===== config.mk =====
export PLATFORM = sky130hd
export DESIGN_NAME = sec_prescaler
export DESIGN_NICKNAME = d
export VERILOG_FILES = /design/src/rtl/sp_pkg.sv /design/src/rtl/sp_pin_sync.sv /design/src/rtl/sp_src_mux.sv /design/src/rtl/sp_div_chain.sv /design/src/rtl/sec_prescaler.sv
export SDC_FILE = /design/constraint.sdc
export NUM_CORES = 1
export LEC_CHECK = 0
export ABC_AREA = 1
export CAP_MARGIN = 30
export CORE_AREA = 2 2 39 41
export DETAILED_ROUTE_END_ITERATION = 8
export DIE_AREA = 0 0 41 43
export GPL_ROUTABILITY_DRIVEN = 1
export GPL_TIMING_DRIVEN = 0
export PLACE_DENSITY_LB_ADDON = 0.25
export SLEW_MARGIN = 10
export SYNTH_ARGS = -nofsm -noshare
export SYNTH_HDL_FRONTEND = slang
export SYNTH_SLANG_ARGS = --single-unit

===== constraint.sdc =====
create_clock -name clk -period 1.4 [get_ports clk]
set_input_delay 0.42 -clock clk [delete_from_list [all_inputs] [get_ports clk]]
set_output_delay 0.42 -clock clk [all_outputs]
set_load 0.1 [all_outputs]

===== src/rtl/sp_pkg.sv =====
package sp_pkg;
  typedef enum logic {SRC_INT = 1'b0, SRC_EXT = 1'b1} src_sel_e;
  localparam int DEF_DIV_BITS    = 6;
  localparam int DEF_SYNC_STAGES = 2;
endpackage


===== src/rtl/sp_pin_sync.sv =====
module sp_pin_sync #(
  parameter int STAGES = 2
) (
  input  logic clk,
  input  logic rst,
  input  logic pin,
  output logic rise
);
  logic [STAGES-1:0] sync_q;
  logic              last_q;

  for (genvar s = 0; s < STAGES; s++) begin : g_stage
    if (s == 0) begin : g_first
      always_ff @(posedge clk) begin
        if (rst) sync_q[0] <= 1'b0;
        else     sync_q[0] <= pin;
      end
    end else begin : g_rest
      always_ff @(posedge clk) begin
        if (rst) sync_q[s] <= 1'b0;
        else     sync_q[s] <= sync_q[s-1];
      end
    end
  end

  always_ff @(posedge clk) begin
    if (rst) last_q <= 1'b0;
    else     last_q <= sync_q[STAGES-1];
  end

  assign rise = sync_q[STAGES-1] & ~last_q;
endmodule


===== src/rtl/sp_src_mux.sv =====
module sp_src_mux
  import sp_pkg::*;
(
  input  logic clk,
  input  logic rst,
  input  logic test_mode,
  input  logic tick_in,
  input  logic ext_rise,
  output logic adv
);
  src_sel_e mode_q;

  always_ff @(posedge clk) begin
    if (rst) mode_q <= SRC_INT;
    else     mode_q <= test_mode ? SRC_EXT : SRC_INT;
  end

  assign adv = (mode_q == SRC_EXT) ? ext_rise : tick_in;
endmodule


===== src/rtl/sp_div_chain.sv =====
module sp_div_chain #(
  parameter int BITS = 6
) (
  input  logic            clk,
  input  logic            rst,
  input  logic            stop,
  input  logic            adv,
  output logic [BITS-1:0] cnt,
  output logic            pulse
);
  // the count just below the moment the top bit turns on
  localparam logic [BITS-1:0] HALF_M1 = {1'b0, {(BITS-1){1'b1}}};

  always_ff @(posedge clk) begin
    if (rst || stop) begin
      cnt   <= '0;
      pulse <= 1'b0;
    end else begin
      pulse <= adv && (cnt == HALF_M1);
      if (adv) cnt <= cnt + 1'b1;
    end
  end
endmodule


===== src/rtl/sec_prescaler.sv =====
module sec_prescaler
  import sp_pkg::*;
#(
  parameter int DIV_BITS    = DEF_DIV_BITS,
  parameter int SYNC_STAGES = DEF_SYNC_STAGES
) (
  input  logic clk,
  input  logic rst,
  input  logic tick_in,
  input  logic test_mode,
  input  logic ext_pin,
  input  logic stop,
  output logic sec_pulse
);
  logic                ext_rise;
  logic                adv;
  logic [DIV_BITS-1:0] cnt;

  sp_pin_sync #(.STAGES(SYNC_STAGES)) u_sync (
    .clk  (clk),
    .rst  (rst),
    .pin  (ext_pin),
    .rise (ext_rise)
  );

  sp_src_mux u_mux (
    .clk       (clk),
    .rst       (rst),
    .test_mode (test_mode),
    .tick_in   (tick_in),
    .ext_rise  (ext_rise),
    .adv       (adv)
  );

  sp_div_chain #(.BITS(DIV_BITS)) u_chain (
    .clk   (clk),
    .rst   (rst),
    .stop  (stop),
    .adv   (adv),
    .cnt   (cnt),
    .pulse (sec_pulse)
  );
endmodule


==> flow_summary.toml <==
[sta]
rsz0062_at_grt = "no"
post-route-period-util_pct = 91.1
min_period_ns = 1.28
finalClockSkew_ns = 0.00167
finalSetupViolCount = 0
slew_violations = 0
worst-slew-pin-transition_ns = 0.277
hold_viol_final = 0
slew_headroom_pct = 81.7
max_freq_mhz = 784

[power]
power.density_nw_per_um2 = 1030
pwr-share-seq_pct = 55.3
leakagePower_nw = 0.234
ir_drop_mv = 0.656
internal_power_uw = 453
pwr-share-comb_pct = 8.7
finalPower_uw = 586
power_frac_clock_pct = 36.0
p_sw_uw = 134
netSwitchingFraction_pct = 22.8

[finish]
antenna_cells = 0
fin_cells = 86
layout_commonest_cell = "nor2_1"
most-common-layout-cells = "nor2_1 (13), dfxtp_1 (11), inv_1 (10)"
post-route-util_pct = 41.0
nets = 78
final_layout_size_suffix_gt1_share_pct = 18.6
area_growth_pct = 22.8
post-route-cell-area_um2 = 567

[place]
hpwl_um = 490
port_buffers = 6
placed_area_um2 = 542
dp.cells = 82
gp_congestion = 0.746

[run_status]
outcome = "completed"

[global_route]
first_global_vias = 344
grt_pass1_wl_mm = 1.33
antenna_found_initial = 0
grt_usage_pct = 11.6
grt_max_degree = 11
grt-ovfl-total = 0

[setup_path]
required_ns = 0.98
slowest_delay_ns = 0.31
crit_type = "register to output pin"
cp_slowest_cell = "dfxtp_1"
cp-end-kind = "output pin"
crit_path_max_fanout = 1
rr_endpoint = "u_chain.cnt[4]"
critPathTopFamily = "flip-flops"
crit_buf_inv = 1
rr_startpoint = "u_chain.cnt[0]"
r2r_cells = 6
arrival_ns = 0.86
path_cells = "buf_4"
start_kind = "register"
reg2reg_slack_ns = 0.32

[synth]
synthAdderAreaFrac_pct = 2.71
synthMuxAreaShare_pct = 0
synth-compound-area-share_pct = 6.50
synth_cells = 60
synth-simple-area-share_pct = 31.7
syn-num-nets = 67
yosys.area.top_type = "dfxtp_1"
yosys.area_share.xor_xnor_pct = 0
yosysSeqAreaShare_pct = 47.7
ys_ff_latch = 11
syn-mean-instance-area_um2 = 7.69
synth_area_leaders = "dfxtp_1 (48%), nor2_1 (11%), inv_1 (8.1%), nand3_1 (5.4%), nand2_1 (4.9%)"
synth.yosys.warnings = 0
synth_cell_type_count = 15
synth.top_cell.area_share_pct = 47.7
netlist_area_um2 = 462
synth_top_family_by_area = "simple AND/OR/NAND/NOR gates"

[floorplan]
die_area_um2 = 1760
fp.dieW_um = 41
initial_core_util_pct = 33.4
rows = 14
fp.coreArea_um2 = 1380
dieHeight_um = 43
pin_count = 7

[routing]
wl_per_cell_um = 7.51
ant_nets = 0
drt_first_pass_iters = 4
drc = 0
viasPerCell = 4.36
drt_iter0_drc = 7
drt-total-wl_um = 646
vias = 375

[flow_run]
max_cap_violations = 0

[worst_hold_path]
holdCritStartpoint = "u_sync.sync_q[0]"
hold_depth = 2
hp-class = "register to register"
whs_endpoint = "u_sync.sync_q[1]"

[cts]
clk_latency_ns = 0.27
h-tree-depth = 1
postCtsSetupBuffers = 0
clock-sinks = 11
clock_path_buffers = 2
clockRootBuffer = "clkbuf_4"
clk_pin_slew_worst_paths_ns = 0.07
cts_tree = "built"
cts_buffers = 3
## worst min-delay path: cells and delay by family, from the launching register on
family                 cells  cell delay [ns]
DFF                        1             0.30
buffers and inverters      1             0.04
and+or+nand+nor            1             0.03
## kinds of logic (layout without fill, tap and decap cells)
logic type,count (synthesis),in the layout
AO/OA/AOI/OAI,6,6
adder cells (fa/ha/maj),1,1
buffers and inverters,12,22
flip-flops,11,11
AND/OR/NAND/NOR,30,30
## per-stage QoR
| stage | TNS (ns) | hold slack [ns] | worst slack, ns |
|---|---|---|---|
| after floorplan | 0 | 0.388 | 0.0710 |
| after global placement | -0.623 | 0.391 | -0.424 |
| after detailed placement | -0.642 | 0.395 | -0.429 |
| after CTS | 0 | 0.406 | 0.107 |
| after global routing | 0 | 0.414 | 0.0863 |
| final | 0 | 0.404 | 0.124 |
## final cells by class
| class | count | area [um^2] |
|---|---|---|
| buffer | 1 | 11.3 |
| clock buffer | 3 | 22.5 |
| clock inverter | 1 | 5.00 |
| fill | 148 | 817 |
| inverter | 11 | 41.3 |
| multi-input combinational | 37 | 189 |
| sequential | 11 | 220 |
| tap | 16 | 20.0 |
| timing repair buffer | 6 | 57.6 |
## how the worst max path moves through the flow
stage | slack [ns] | startpoint | cells past startpoint | to
3_5_place_dp | -0.43 | u_chain.pulse | 1 | sec_pulse
2_1_floorplan | 0.07 | u_chain.pulse | 0 | sec_pulse
5_1_grt | 0.09 | u_chain.pulse | 1 | sec_pulse
3_3_place_gp | -0.42 | u_chain.pulse | 1 | sec_pulse
6_report | 0.12 | u_chain.pulse | 1 | sec_pulse
4_1_cts | 0.11 | u_chain.pulse | 1 | sec_pulse
## power groups by stage
stage | Sequential, mW | Clock [mW] | Combinational (mW)
final | 0.324 | 0.211 | 0.0509
after global routing | 0.325 | 0.244 | 0.0592
after CTS | 0.324 | 0.224 | 0.0517
after detailed placement | 0.332 | 0 | 0.0516
after global placement | 0.331 | 0 | 0.0513
after floorplan | 0.331 | 0 | 0.0302
## state kept, by name (all words and copies together), names as in the netlist
name,cells
u_sync.sync_q,2
u_sync.last_q,1
u_chain.pulse,1
u_chain.cnt,6
u_mux.mode_q,1
## routing by layer
metal | global-route usage, % | up-vias | part of all wire, %
met5 | 0 | - | 0
met4 | 12.0 | 0 | 3.3
met3 | 3.14 | 4 | 4.0
met2 | 14.4 | 7 | 44
met1 | 14.7 | 159 | 49
li1 | - | 205 | -
## what timing repair did
| item | CTS | global route |
|---|---|---|
| resized for setup | 6 | 0 |
| hold buffers | 0 | 0 |
| endpoints found under the setup margin | 1 | 0 |
## cells in the mapped netlist
cell / n
a21oi_1: 4
buf_6: 1
o21ai_0: 2
nand3_2: 1
nor3_2: 1
nand2_2: 2
inv_1: 10
nand2_1: 6
nor2_1: 13
nand3_1: 5
dfxtp_1: 11
inv_2: 1
nor2_4: 1
nor2_2: 1
ha_1: 1
No activity file was read; power rests on OpenSTA's default activity.
